==> config.mk <==
export PLATFORM = sky130hd
export DESIGN_NAME = fb_scan_ctrl
export DESIGN_NICKNAME = d
export VERILOG_FILES = /design/src/rtl/fbs_pkg.sv /design/src/rtl/fbs_regs.sv /design/src/rtl/fbs_walker.sv /design/src/rtl/fbs_unpack.sv /design/src/rtl/fb_scan_ctrl.sv
export SDC_FILE = /design/constraint.sdc
export NUM_CORES = 1
export LEC_CHECK = 0
export BUFFER_PORTS_ARGS = -buffer_cell sky130_fd_sc_hd__buf_2
export CAP_MARGIN = 20
export CELL_PAD_IN_SITES_DETAIL_PLACEMENT = 1
export CELL_PAD_IN_SITES_GLOBAL_PLACEMENT = 1
export CORE_MARGIN = 10
export CORE_UTILIZATION = 35
export DETAILED_ROUTE_END_ITERATION = 10
export HOLD_SLACK_MARGIN = 0.1
export PLACE_DENSITY = 0.77
export SKIP_LAST_GASP = 1
export SYNTH_ARGS = -nofsm -noshare
export SYNTH_HDL_FRONTEND = slang
export SYNTH_SLANG_ARGS = --single-unit
==> constraint.sdc <==
create_clock -name clk -period 2.27 [get_ports clk]
set_clock_uncertainty 0.2 [all_clocks]
set_input_delay 0.1135 -clock clk [delete_from_list [all_inputs] [get_ports clk]]
set_output_delay 0.1135 -clock clk [all_outputs]
set_load 0.01 [all_outputs]
==> src/rtl/fbs_pkg.sv <==
package fbs_pkg;
   localparam int CTRL_EN_BIT  = 0;
   localparam int CTRL_ROT_BIT = 1;

   typedef struct packed {
      logic rot;
      logic en;
   } fbs_ctrl_t;
endpackage

==> src/rtl/fbs_regs.sv <==
module fbs_regs
   import fbs_pkg::*;
#(
   parameter int ADDR_W    = 32,
   parameter int BASE_KEEP = 11,
   parameter int REG_AW    = 4
) (
   input  logic                 clk,
   input  logic                 rst_n,
   input  logic                 byte_mode,
   input  logic                 wr_en,
   input  logic [REG_AW-1:0]    addr,
   input  logic [ADDR_W-1:0]    wdata,
   output logic [ADDR_W-1:0]    rdata,
   output logic [BASE_KEEP-1:0] base_q,
   output fbs_ctrl_t            ctrl_q
);
   localparam int LOW_W = ADDR_W - BASE_KEEP;
   localparam logic [REG_AW-1:0] IDX_BASE      = '0;
   localparam logic [REG_AW-1:0] IDX_CTRL_WORD = REG_AW'(1);
   localparam logic [REG_AW-1:0] IDX_CTRL_BYTE = REG_AW'(4);

   logic sel_base, sel_ctrl;
   logic unused_wbits;

   assign sel_base = (addr == IDX_BASE);
   assign sel_ctrl = byte_mode ? (addr == IDX_CTRL_BYTE) : (addr == IDX_CTRL_WORD);
   assign unused_wbits = ^wdata[LOW_W-1:2];

   always_ff @(posedge clk) begin
      if (!rst_n) begin
         base_q <= '0;
         ctrl_q <= '0;
      end else if (wr_en) begin
         if (sel_base) base_q <= wdata[ADDR_W-1 -: BASE_KEEP];
         if (sel_ctrl) begin
            ctrl_q.en  <= wdata[CTRL_EN_BIT];
            ctrl_q.rot <= wdata[CTRL_ROT_BIT];
         end
      end
   end

   always_comb begin
      rdata = '0;
      if (sel_base)      rdata = {base_q, {LOW_W{1'b0}}};
      else if (sel_ctrl) rdata = {{(ADDR_W-2){1'b0}}, ctrl_q};
   end

   a_r4_base_keep: assert property (@(posedge clk) disable iff (!rst_n)
      (wr_en && sel_base) |=> (base_q == $past(wdata[ADDR_W-1 -: BASE_KEEP])));
   a_r4_ctrl_bits: assert property (@(posedge clk) disable iff (!rst_n)
      (wr_en && sel_ctrl) |=> (ctrl_q == $past(wdata[1:0])));
   a_r2_no_stray_write: assert property (@(posedge clk) disable iff (!rst_n)
      (wr_en && !sel_base && !sel_ctrl) |=> ($stable(base_q) && $stable(ctrl_q)));
endmodule

==> src/rtl/fbs_walker.sv <==
module fbs_walker
   import fbs_pkg::*;
#(
   parameter int H_VIS      = 640,
   parameter int V_VIS      = 480,
   parameter int ROW_WORDS  = 1024,
   parameter int ADDR_W     = 32,
   parameter int BASE_KEEP  = 11,
   parameter bit HAS_ROTATE = 1'b1
) (
   input  logic                 clk,
   input  logic                 rst_n,
   input  logic [BASE_KEEP-1:0] stage_base,
   input  fbs_ctrl_t            stage_ctrl,
   output logic                 rd_valid,
   input  logic                 rd_ready,
   output logic [ADDR_W-1:0]    rd_addr
);
   localparam int XW     = $clog2(H_VIS);
   localparam int YW     = $clog2(V_VIS);
   localparam int CW     = $clog2(ROW_WORDS);
   localparam int ROW_SH = CW + 2;
   localparam int LOW_W  = ADDR_W - BASE_KEEP;
   localparam logic [XW-1:0] X_LAST = XW'(H_VIS - 1);
   localparam logic [YW-1:0] Y_LAST = YW'(V_VIS - 1);
   localparam logic [CW-1:0] C_LAST = CW'(H_VIS - 1);

   logic                 sof;
   logic [BASE_KEEP-1:0] act_base;
   logic                 act_en, act_rot;
   logic [XW-1:0]        cx, col;
   logic [YW-1:0]        cy, row;
   logic [LOW_W-1:0]     off;
   logic                 take, row_end, frame_end;

   assign rd_valid  = !sof && act_en;
   assign take      = rd_valid && rd_ready;
   assign row_end   = (cx == X_LAST);
   assign frame_end = row_end && (cy == Y_LAST);

   always_ff @(posedge clk) begin
      if (!rst_n) begin
         sof      <= 1'b1;
         act_base <= '0;
         act_en   <= 1'b0;
         act_rot  <= 1'b0;
         cx       <= '0;
         cy       <= '0;
      end else if (sof) begin
         act_base <= stage_base;
         act_en   <= stage_ctrl.en;
         act_rot  <= stage_ctrl.rot;
         if (stage_ctrl.en) sof <= 1'b0;
      end else if (take) begin
         if (frame_end) begin
            cx  <= '0;
            cy  <= '0;
            sof <= 1'b1;
         end else if (row_end) begin
            cx <= '0;
            cy <= cy + 1'b1;
         end else begin
            cx <= cx + 1'b1;
         end
      end
   end

   generate
      if (HAS_ROTATE) begin : g_rot
         assign col = act_rot ? (X_LAST - cx) : cx;
         assign row = act_rot ? (Y_LAST - cy) : cy;
      end else begin : g_fwd
         assign col = cx;
         assign row = cy;
      end
   endgenerate

   always_comb begin
      off = (LOW_W'(row) << ROW_SH) | (LOW_W'(col) << 2);
   end
   assign rd_addr = {act_base, off};

   a_r3_col_in_range: assert property (@(posedge clk) disable iff (!rst_n)
      rd_valid |-> ((rd_addr[ROW_SH-1:2] <= C_LAST) && (rd_addr[1:0] == 2'b00)));
   a_r8_hold_request: assert property (@(posedge clk) disable iff (!rst_n)
      (rd_valid && !rd_ready) |=> (rd_valid && $stable(rd_addr)));
   a_r7_base_frame_stable: assert property (@(posedge clk) disable iff (!rst_n)
      (rd_valid && $past(rd_valid)) |->
         (rd_addr[ADDR_W-1 -: BASE_KEEP] == $past(rd_addr[ADDR_W-1 -: BASE_KEEP])));
   a_r10_frame_gap: assert property (@(posedge clk) disable iff (!rst_n)
      (take && frame_end) |=> !rd_valid);
endmodule

==> src/rtl/fbs_unpack.sv <==
module fbs_unpack #(
   parameter int H_VIS  = 640,
   parameter int V_VIS  = 480,
   parameter int DATA_W = 32,
   parameter int CH_W   = 8
) (
   input  logic                     clk,
   input  logic                     rst_n,
   input  logic                     rsp_valid,
   input  logic [DATA_W-1:0]        rsp_data,
   output logic                     pix_valid,
   output logic [CH_W-1:0]          pix_red,
   output logic [CH_W-1:0]          pix_green,
   output logic [CH_W-1:0]          pix_blue,
   output logic [$clog2(H_VIS)-1:0] pix_x,
   output logic [$clog2(V_VIS)-1:0] pix_y
);
   localparam int NCH = 3;
   localparam int XW  = $clog2(H_VIS);
   localparam int YW  = $clog2(V_VIS);
   localparam logic [XW-1:0] X_LAST = XW'(H_VIS - 1);
   localparam logic [YW-1:0] Y_LAST = YW'(V_VIS - 1);

   logic [CH_W-1:0] chan_d [NCH];
   logic [XW-1:0]   rx;
   logic [YW-1:0]   ry;
   logic            unused_hi;

   generate
      for (genvar i = 0; i < NCH; i++) begin : g_ch
         assign chan_d[i] = rsp_data[(NCH-1-i)*CH_W +: CH_W];
      end
   endgenerate
   assign unused_hi = ^rsp_data[DATA_W-1:NCH*CH_W];

   always_ff @(posedge clk) begin
      if (!rst_n) begin
         rx        <= '0;
         ry        <= '0;
         pix_valid <= 1'b0;
         pix_red   <= '0;
         pix_green <= '0;
         pix_blue  <= '0;
         pix_x     <= '0;
         pix_y     <= '0;
      end else begin
         pix_valid <= rsp_valid;
         pix_red   <= rsp_valid ? chan_d[0] : '0;
         pix_green <= rsp_valid ? chan_d[1] : '0;
         pix_blue  <= rsp_valid ? chan_d[2] : '0;
         if (rsp_valid) begin
            pix_x <= rx;
            pix_y <= ry;
            if (rx == X_LAST) begin
               rx <= '0;
               ry <= (ry == Y_LAST) ? '0 : ry + 1'b1;
            end else begin
               rx <= rx + 1'b1;
            end
         end
      end
   end

   a_r6_blank_zero: assert property (@(posedge clk) disable iff (!rst_n)
      !pix_valid |-> ((pix_red == '0) && (pix_green == '0) && (pix_blue == '0)));
   a_r9_strobe_follows: assert property (@(posedge clk) disable iff (!rst_n)
      rsp_valid |=> pix_valid);
endmodule

==> src/rtl/fb_scan_ctrl.sv <==
module fb_scan_ctrl
   import fbs_pkg::*;
#(
   parameter int H_VIS      = 640,
   parameter int V_VIS      = 480,
   parameter int ROW_WORDS  = 1024,
   parameter int ADDR_W     = 32,
   parameter int BASE_KEEP  = 11,
   parameter int REG_AW     = 4,
   parameter int DATA_W     = 32,
   parameter int CH_W       = 8,
   parameter bit HAS_ROTATE = 1'b1,
   parameter int XW         = $clog2(H_VIS),
   parameter int YW         = $clog2(V_VIS)
) (
   input  logic              clk,
   input  logic              rst_n,
   input  logic              cfg_byte_addr,
   input  logic              reg_wr_en,
   input  logic [REG_AW-1:0] reg_addr,
   input  logic [ADDR_W-1:0] reg_wdata,
   output logic [ADDR_W-1:0] reg_rdata,
   output logic              rd_valid,
   input  logic              rd_ready,
   output logic [ADDR_W-1:0] rd_addr,
   input  logic              rsp_valid,
   input  logic [DATA_W-1:0] rsp_data,
   output logic              pix_valid,
   output logic [CH_W-1:0]   pix_red,
   output logic [CH_W-1:0]   pix_green,
   output logic [CH_W-1:0]   pix_blue,
   output logic [XW-1:0]     pix_x,
   output logic [YW-1:0]     pix_y
);
   localparam int LOW_W      = ADDR_W - BASE_KEEP;
   localparam longint SPAN_B = longint'(V_VIS) * ROW_WORDS * 4;

   generate
      if ((ROW_WORDS & (ROW_WORDS - 1)) != 0) begin : g_chk_pitch
         $error("ROW_WORDS must be a power of two");
      end
      if (H_VIS > ROW_WORDS) begin : g_chk_width
         $error("H_VIS exceeds the row pitch");
      end
      if (SPAN_B > (longint'(1) << LOW_W)) begin : g_chk_span
         $error("frame does not fit below the kept base bits");
      end
      if (DATA_W <= 3 * CH_W) begin : g_chk_data
         $error("DATA_W must exceed three channels");
      end
      if (REG_AW < 3) begin : g_chk_raw
         $error("REG_AW too small for byte addressing");
      end
      if (XW != $clog2(H_VIS) || YW != $clog2(V_VIS)) begin : g_chk_pos
         $error("XW/YW must not be overridden");
      end
   endgenerate

   logic [BASE_KEEP-1:0] stage_base;
   fbs_ctrl_t            stage_ctrl;

   fbs_regs #(
      .ADDR_W(ADDR_W), .BASE_KEEP(BASE_KEEP), .REG_AW(REG_AW)
   ) u_regs (
      .clk(clk), .rst_n(rst_n), .byte_mode(cfg_byte_addr), .wr_en(reg_wr_en),
      .addr(reg_addr), .wdata(reg_wdata), .rdata(reg_rdata),
      .base_q(stage_base), .ctrl_q(stage_ctrl)
   );

   fbs_walker #(
      .H_VIS(H_VIS), .V_VIS(V_VIS), .ROW_WORDS(ROW_WORDS), .ADDR_W(ADDR_W),
      .BASE_KEEP(BASE_KEEP), .HAS_ROTATE(HAS_ROTATE)
   ) u_walker (
      .clk(clk), .rst_n(rst_n), .stage_base(stage_base), .stage_ctrl(stage_ctrl),
      .rd_valid(rd_valid), .rd_ready(rd_ready), .rd_addr(rd_addr)
   );

   fbs_unpack #(
      .H_VIS(H_VIS), .V_VIS(V_VIS), .DATA_W(DATA_W), .CH_W(CH_W)
   ) u_unpack (
      .clk(clk), .rst_n(rst_n), .rsp_valid(rsp_valid), .rsp_data(rsp_data),
      .pix_valid(pix_valid), .pix_red(pix_red), .pix_green(pix_green),
      .pix_blue(pix_blue), .pix_x(pix_x), .pix_y(pix_y)
   );

   a_r6_idle_when_off: assert property (@(posedge clk) disable iff (!rst_n)
      ($past(!stage_ctrl.en) && !stage_ctrl.en && !rd_valid) |=> !rd_valid);
endmodule

==> impl_metrics.prom <==
# TYPE chip_impl_metric gauge
chip_impl_info{name="critical_path.cell_chain",value="inv_1, ha_1, and3_1, nand4_4, or4_1, a21oi_1"} 1
chip_impl_info{name="endpoint",value="u_walker.cy[5]"} 1
chip_impl_metric{name="drc_errors",unit=""} 0
chip_impl_metric{name="synth.yosys.warnings",unit=""} 0
chip_impl_metric{name="total_negative_slack_for_setup_checks",unit="ps"} 0
chip_impl_metric{name="power-per-cell-area",unit="nW/um^2"} 610
chip_impl_metric{name="dp_hpwl",unit="microns"} 10100
chip_impl_metric{name="final_max_slew_viol_count",unit=""} 0
chip_impl_metric{name="synth-edff-count",unit=""} 0
chip_impl_metric{name="max_freq",unit="MHz"} 484
chip_impl_metric{name="regToRegSetupSlack",unit="ps"} 210
chip_impl_metric{name="timing.final.crit_period",unit="ps"} 2060
chip_impl_metric{name="power.net_switching",unit="W"} 0.000878
chip_impl_metric{name="floorplan.initialDensity",unit="%"} 35.5
chip_impl_metric{name="power_report.internal_total",unit="W"} 0.00293
chip_impl_metric{name="synth_seq_area_share",unit="%"} 46.8
chip_impl_metric{name="vias_in_the_first_global_route",unit=""} 4543
chip_impl_metric{name="routed_wirelength",unit="microns"} 14700
chip_impl_metric{name="row_count",unit=""} 42
chip_impl_metric{name="async_reset_ff_share",unit="%"} 0
chip_impl_metric{name="maxCapViolCount",unit=""} 0
chip_impl_metric{name="area.growth.synth_to_final",unit="%"} 33.7
chip_impl_metric{name="drt-wirelength-per-cell",unit="microns"} 16.9
chip_impl_metric{name="post-route-period-util",unit="%"} 91.0
chip_impl_metric{name="die_height",unit="microns"} 135
chip_impl_metric{name="utilization",unit="%"} 47.5
chip_impl_metric{name="netlist_instances",unit=""} 507
chip_impl_metric{name="clk_path_buf_depth",unit=""} 2
chip_impl_metric{name="multi_input_comb_area",unit="sq um"} 2210
chip_impl_metric{name="routed-via-count",unit=""} 4193
chip_impl_info{name="holdCritPathClass",value="in2reg"} 1
chip_impl_metric{name="synth-seq-cells",unit=""} 109
chip_impl_metric{name="ir_drop",unit="mV"} 0.301
chip_impl_metric{name="num-fill-cells",unit=""} 1564
chip_impl_metric{name="pwr-share-clk",unit="%"} 41.7
chip_impl_metric{name="cts_bufs_inserted",unit=""} 9
chip_impl_metric{name="max_slew.worst_pin.slew",unit="ps"} 503
chip_impl_info{name="unrepaired_setup_endpoints_after_global_routing",value="false"} 1
chip_impl_metric{name="p_sw_share",unit="%"} 23.1
chip_impl_metric{name="yosysUniqueCellTypes",unit=""} 44
chip_impl_metric{name="crit_fanout",unit=""} 17
chip_impl_metric{name="ios",unit=""} 183
chip_impl_metric{name="hold_viol_final",unit=""} 0
chip_impl_info{name="timing.critical_path.to_type",value="flip-flop"} 1
chip_impl_metric{name="globalRoute.totalOverflow",unit=""} 0
chip_impl_metric{name="worst_skew_pair.late_latency",unit="ps"} 350
chip_impl_metric{name="clock_tree.htree_level_count",unit=""} 3
chip_impl_metric{name="synthesis.area_per_instance",unit="sq um"} 9.21
chip_impl_info{name="ctsRootBufferMaster",value="sky130_fd_sc_hd__clkbuf_16"} 1
chip_impl_metric{name="die_width",unit="microns"} 135
chip_impl_metric{name="dieArea",unit="sq um"} 18400
chip_impl_metric{name="gp_congestion",unit=""} 0.796
chip_impl_metric{name="worst-endpoint-required",unit="ps"} 2350
chip_impl_metric{name="post_drt_via_cell_ratio",unit=""} 4.83
chip_impl_metric{name="finalNetCount",unit=""} 767
chip_impl_metric{name="layout.area.seq",unit="sq um"} 2180
chip_impl_metric{name="cts_repair_resize_count",unit=""} 0
chip_impl_info{name="rr_endpoint",value="u_walker.cy[5]"} 1
chip_impl_metric{name="mappedNetlistArea",unit="sq um"} 4670
chip_impl_metric{name="dr.first_iter.drc_count",unit=""} 218
chip_impl_metric{name="final_layout_size_suffix_gt1_share",unit="%"} 24.7
chip_impl_metric{name="drt-pass1-iter-count",unit=""} 4
chip_impl_metric{name="critPathArrivalTime",unit="ps"} 2140
chip_impl_metric{name="grt_use_total",unit="%"} 15.8
chip_impl_metric{name="worst_setup_hold_path_clk_slew",unit="ps"} 70
chip_impl_info{name="worst-setup-path-type",value="reg2reg"} 1
chip_impl_info{name="r2r-start",value="u_walker.cx[7]"} 1
chip_impl_info{name="critical_path.startpoint_type",value="flip-flop"} 1
chip_impl_metric{name="ff2ff_path_depth",unit=""} 6
chip_impl_metric{name="cts.sink_count",unit=""} 109
chip_impl_metric{name="detail-route-antenna-nets",unit=""} 0
chip_impl_metric{name="combPwrFrac",unit="%"} 7.1
chip_impl_metric{name="post_cts.repair.setup_buffers",unit=""} 0
chip_impl_metric{name="static_power_due_to_leakage",unit="nW"} 3.08
chip_impl_info{name="cts_tree",value="done"} 1
chip_impl_metric{name="max_slew_headroom_at_the_worst_pin",unit="%"} 66.5
chip_impl_info{name="status",value="finished clean"} 1
chip_impl_metric{name="grt_max_degree",unit=""} 31
chip_impl_metric{name="grt_antenna_before_repair",unit=""} 1
chip_impl_info{name="crit_path_top_delay_cell",value="sky130_fd_sc_hd__or4_1"} 1
chip_impl_metric{name="share_seq_of_total_power",unit="%"} 51.2
chip_impl_metric{name="grt_first_pass_wirelength",unit="microns"} 23600
chip_impl_metric{name="coreArea",unit="sq um"} 13100
chip_impl_metric{name="port-buffer-count",unit=""} 134
chip_impl_info{name="synth_top_flop_cell",value="sky130_fd_sc_hd__dfxtp_1"} 1
chip_impl_metric{name="setup-violations-final",unit=""} 0
chip_impl_metric{name="crit_path_max_incr_delay",unit="ps"} 530
chip_impl_info{name="cp-startpoint",value="u_walker.cx[7]"} 1
[sequential cells by signal, indices dropped and copies added, names as in the netlist, 9 cells and up]
name / flops
u_regs.base_q: 11
u_walker.act_base: 11
u_unpack.pix_x: 10
u_unpack.rx: 10
u_walker.cx: 10
u_unpack.pix_y: 9
u_unpack.ry: 9
u_walker.cy: 9
[per-stage QoR]
step / hold slack, ps / std cells / total power, W / worst slack, ps / cell area (sq um)
6_report: 179 / 868 / 0.00381 / 205 / 6240
5_1_grt: 219 / 866 / 0.00397 / 58.2 / 6240
2_1_floorplan: 49.5 / 527 / 0.00213 / 410 / 4740
3_5_place_dp: 157 / 798 / 0.00220 / 208 / 5420
4_1_cts: 169 / 865 / 0.00385 / 184 / 6230
3_3_place_gp: 153 / 798 / 0.00219 / 278 / 5420
[per-layer routing]
layer / GRT usage (%) / wire length, microns / up-vias
li1: - / - / 2042
met1: 17.4 / 6070 / 2034
met2: 28.6 / 7670 / 99
met3: 3.30 / 650 / 18
met4: 6.88 / 260 / 0
met5: 0 / 0 / -
[Yosys cell counts, types with 3 or more instances]
| cell | number | area (sq um) |
|---|---|---|
| sky130_fd_sc_hd__a21oi_1 | 30 | 150 |
| sky130_fd_sc_hd__and2_1 | 14 | 87.6 |
| sky130_fd_sc_hd__and3_1 | 33 | 206 |
| sky130_fd_sc_hd__and3b_1 | 3 | 26.3 |
| sky130_fd_sc_hd__and4_1 | 5 | 43.8 |
| sky130_fd_sc_hd__buf_2 | 9 | 45.0 |
| sky130_fd_sc_hd__buf_4 | 24 | 180 |
| sky130_fd_sc_hd__clkbuf_1 | 17 | 63.8 |
| sky130_fd_sc_hd__dfxtp_1 | 109 | 2180 |
| sky130_fd_sc_hd__ha_1 | 9 | 113 |
| sky130_fd_sc_hd__inv_1 | 8 | 30.0 |
| sky130_fd_sc_hd__mux2i_1 | 32 | 320 |
| sky130_fd_sc_hd__nand2_1 | 45 | 169 |
| sky130_fd_sc_hd__nand3_1 | 10 | 50.1 |
| sky130_fd_sc_hd__nand4_1 | 11 | 68.8 |
| sky130_fd_sc_hd__nor2_1 | 59 | 221 |
| sky130_fd_sc_hd__nor3_1 | 4 | 20.0 |
| sky130_fd_sc_hd__nor4_1 | 3 | 18.8 |
| sky130_fd_sc_hd__o211ai_1 | 4 | 30.0 |
| sky130_fd_sc_hd__o21ai_0 | 7 | 35.0 |
| sky130_fd_sc_hd__o31ai_1 | 3 | 22.5 |
| sky130_fd_sc_hd__or3_1 | 5 | 31.3 |
| sky130_fd_sc_hd__or4_1 | 5 | 37.5 |
| sky130_fd_sc_hd__xnor2_1 | 11 | 96.3 |
| sky130_fd_sc_hd__xor2_1 | 23 | 201 |
[timing repair]
action | CTS | global route
hold endpoints to repair | 63 | 0
setup endpoints to repair | 0 | 0
hold buffers | 51 | 0
[logic make-up (layout without fill, tap and decap cells)]
group,Yosys count,in the layout,share of synthesized area (%)
muxes,33,33,7.10
and+or+nand+nor,207,207,23.2
buffers and inverters,62,224,7.48
xor gates and xnor gates,34,34,6.38
DFF,109,109,46.8
AOI/OAI and AO/OA,52,52,6.57
adders and majority gates,9,9,2.41
other,1,24,0.0804
[power groups by stage]
stage | Sequential, W | Combinational (W) | Clock, W
detailed placement | 0.00199 | 0.000203 | 0
global route | 0.00195 | 0.000298 | 0.00172
floorplan | 0.00200 | 0.000123 | 0
CTS | 0.00195 | 0.000267 | 0.00163
global placement | 0.00199 | 0.000196 | 0
finish | 0.00195 | 0.000271 | 0.00159
[critical path, delay by kind of cell, from the launching register on]
kind                     cells  cell delay [ps]
AND/OR/NAND/NOR              3             1020
flip-flops                   1              340
adder cells (fa/ha/maj)      1              170
AO/OA/AOI/OAI                1              160
buffers and inverters        1              110
[cell type report]
type | count | share of cell area (%)
Multi-Input combinational cell | 356 | 35.4
Clock inverter | 7 | 1.20
Clock buffer | 9 | 3.61
Timing Repair Buffer | 199 | 20.6
Tap cell | 176 | 3.53
Sequential cell | 109 | 35.0
Inverter | 9 | 0.541
Antenna cell | 3 | 0.120
[cell usage in the layout, fill, tap and decap left out, types with 2 or more instances in the layout]
| cell type | Yosys | layout |
|---|---|---|
| sky130_fd_sc_hd__a21oi_1 | 30 | 30 |
| sky130_fd_sc_hd__ha_1 | 9 | 9 |
| sky130_fd_sc_hd__o21ai_0 | 7 | 7 |
| sky130_fd_sc_hd__o211ai_1 | 4 | 4 |
| sky130_fd_sc_hd__buf_4 | 24 | 14 |
| sky130_fd_sc_hd__nand4_1 | 11 | 11 |
| sky130_fd_sc_hd__and3_1 | 33 | 33 |
| sky130_fd_sc_hd__mux2i_1 | 32 | 32 |
| sky130_fd_sc_hd__nand3_1 | 10 | 10 |
| sky130_fd_sc_hd__nand4b_1 | 2 | 2 |
| sky130_fd_sc_hd__and3b_1 | 3 | 3 |
| sky130_fd_sc_hd__dlygate4sd3_1 | 0 | 51 |
| sky130_fd_sc_hd__nor2_1 | 59 | 59 |
| sky130_fd_sc_hd__or3_1 | 5 | 5 |
| sky130_fd_sc_hd__nor3_1 | 4 | 4 |
| sky130_fd_sc_hd__buf_2 | 9 | 134 |
| sky130_fd_sc_hd__and2_1 | 14 | 14 |
| sky130_fd_sc_hd__conb_1 | 1 | 21 |
| sky130_fd_sc_hd__and4_1 | 5 | 5 |
| sky130_fd_sc_hd__nor3b_1 | 2 | 2 |
| sky130_fd_sc_hd__clkinvlp_4 | 0 | 3 |
| sky130_fd_sc_hd__nand2_1 | 45 | 45 |
| sky130_fd_sc_hd__o31ai_1 | 3 | 3 |
| sky130_fd_sc_hd__nor4_1 | 3 | 3 |
| sky130_fd_sc_hd__inv_1 | 8 | 8 |
| sky130_fd_sc_hd__a21o_1 | 2 | 2 |
| sky130_fd_sc_hd__xnor2_1 | 11 | 11 |
| sky130_fd_sc_hd__diode_2 | 0 | 3 |
| sky130_fd_sc_hd__dfxtp_1 | 109 | 109 |
| sky130_fd_sc_hd__clkbuf_16 | 0 | 9 |
| sky130_fd_sc_hd__or4_1 | 5 | 5 |
| sky130_fd_sc_hd__a311oi_1 | 2 | 2 |
| sky130_fd_sc_hd__xor2_1 | 23 | 23 |
[worst min path at each step]
| stage | start | end | slack (ps) | depth (start not counted) |
|---|---|---|---|---|
| detailed placement | rsp_data[9] | u_unpack.pix_green[1] | 160 | 2 |
| finish | reg_wr_en | u_regs.base_q[7] | 180 | 4 |
| floorplan | reg_wdata[21] | u_regs.base_q[0] | 50 | 2 |
| CTS | reg_wr_en | u_regs.base_q[7] | 170 | 4 |
| global route | reg_wr_en | u_regs.base_q[10] | 220 | 4 |
| global placement | rsp_data[19] | u_unpack.pix_red[3] | 150 | 2 |
Note: power is estimated with default switching activity, not from simulation.
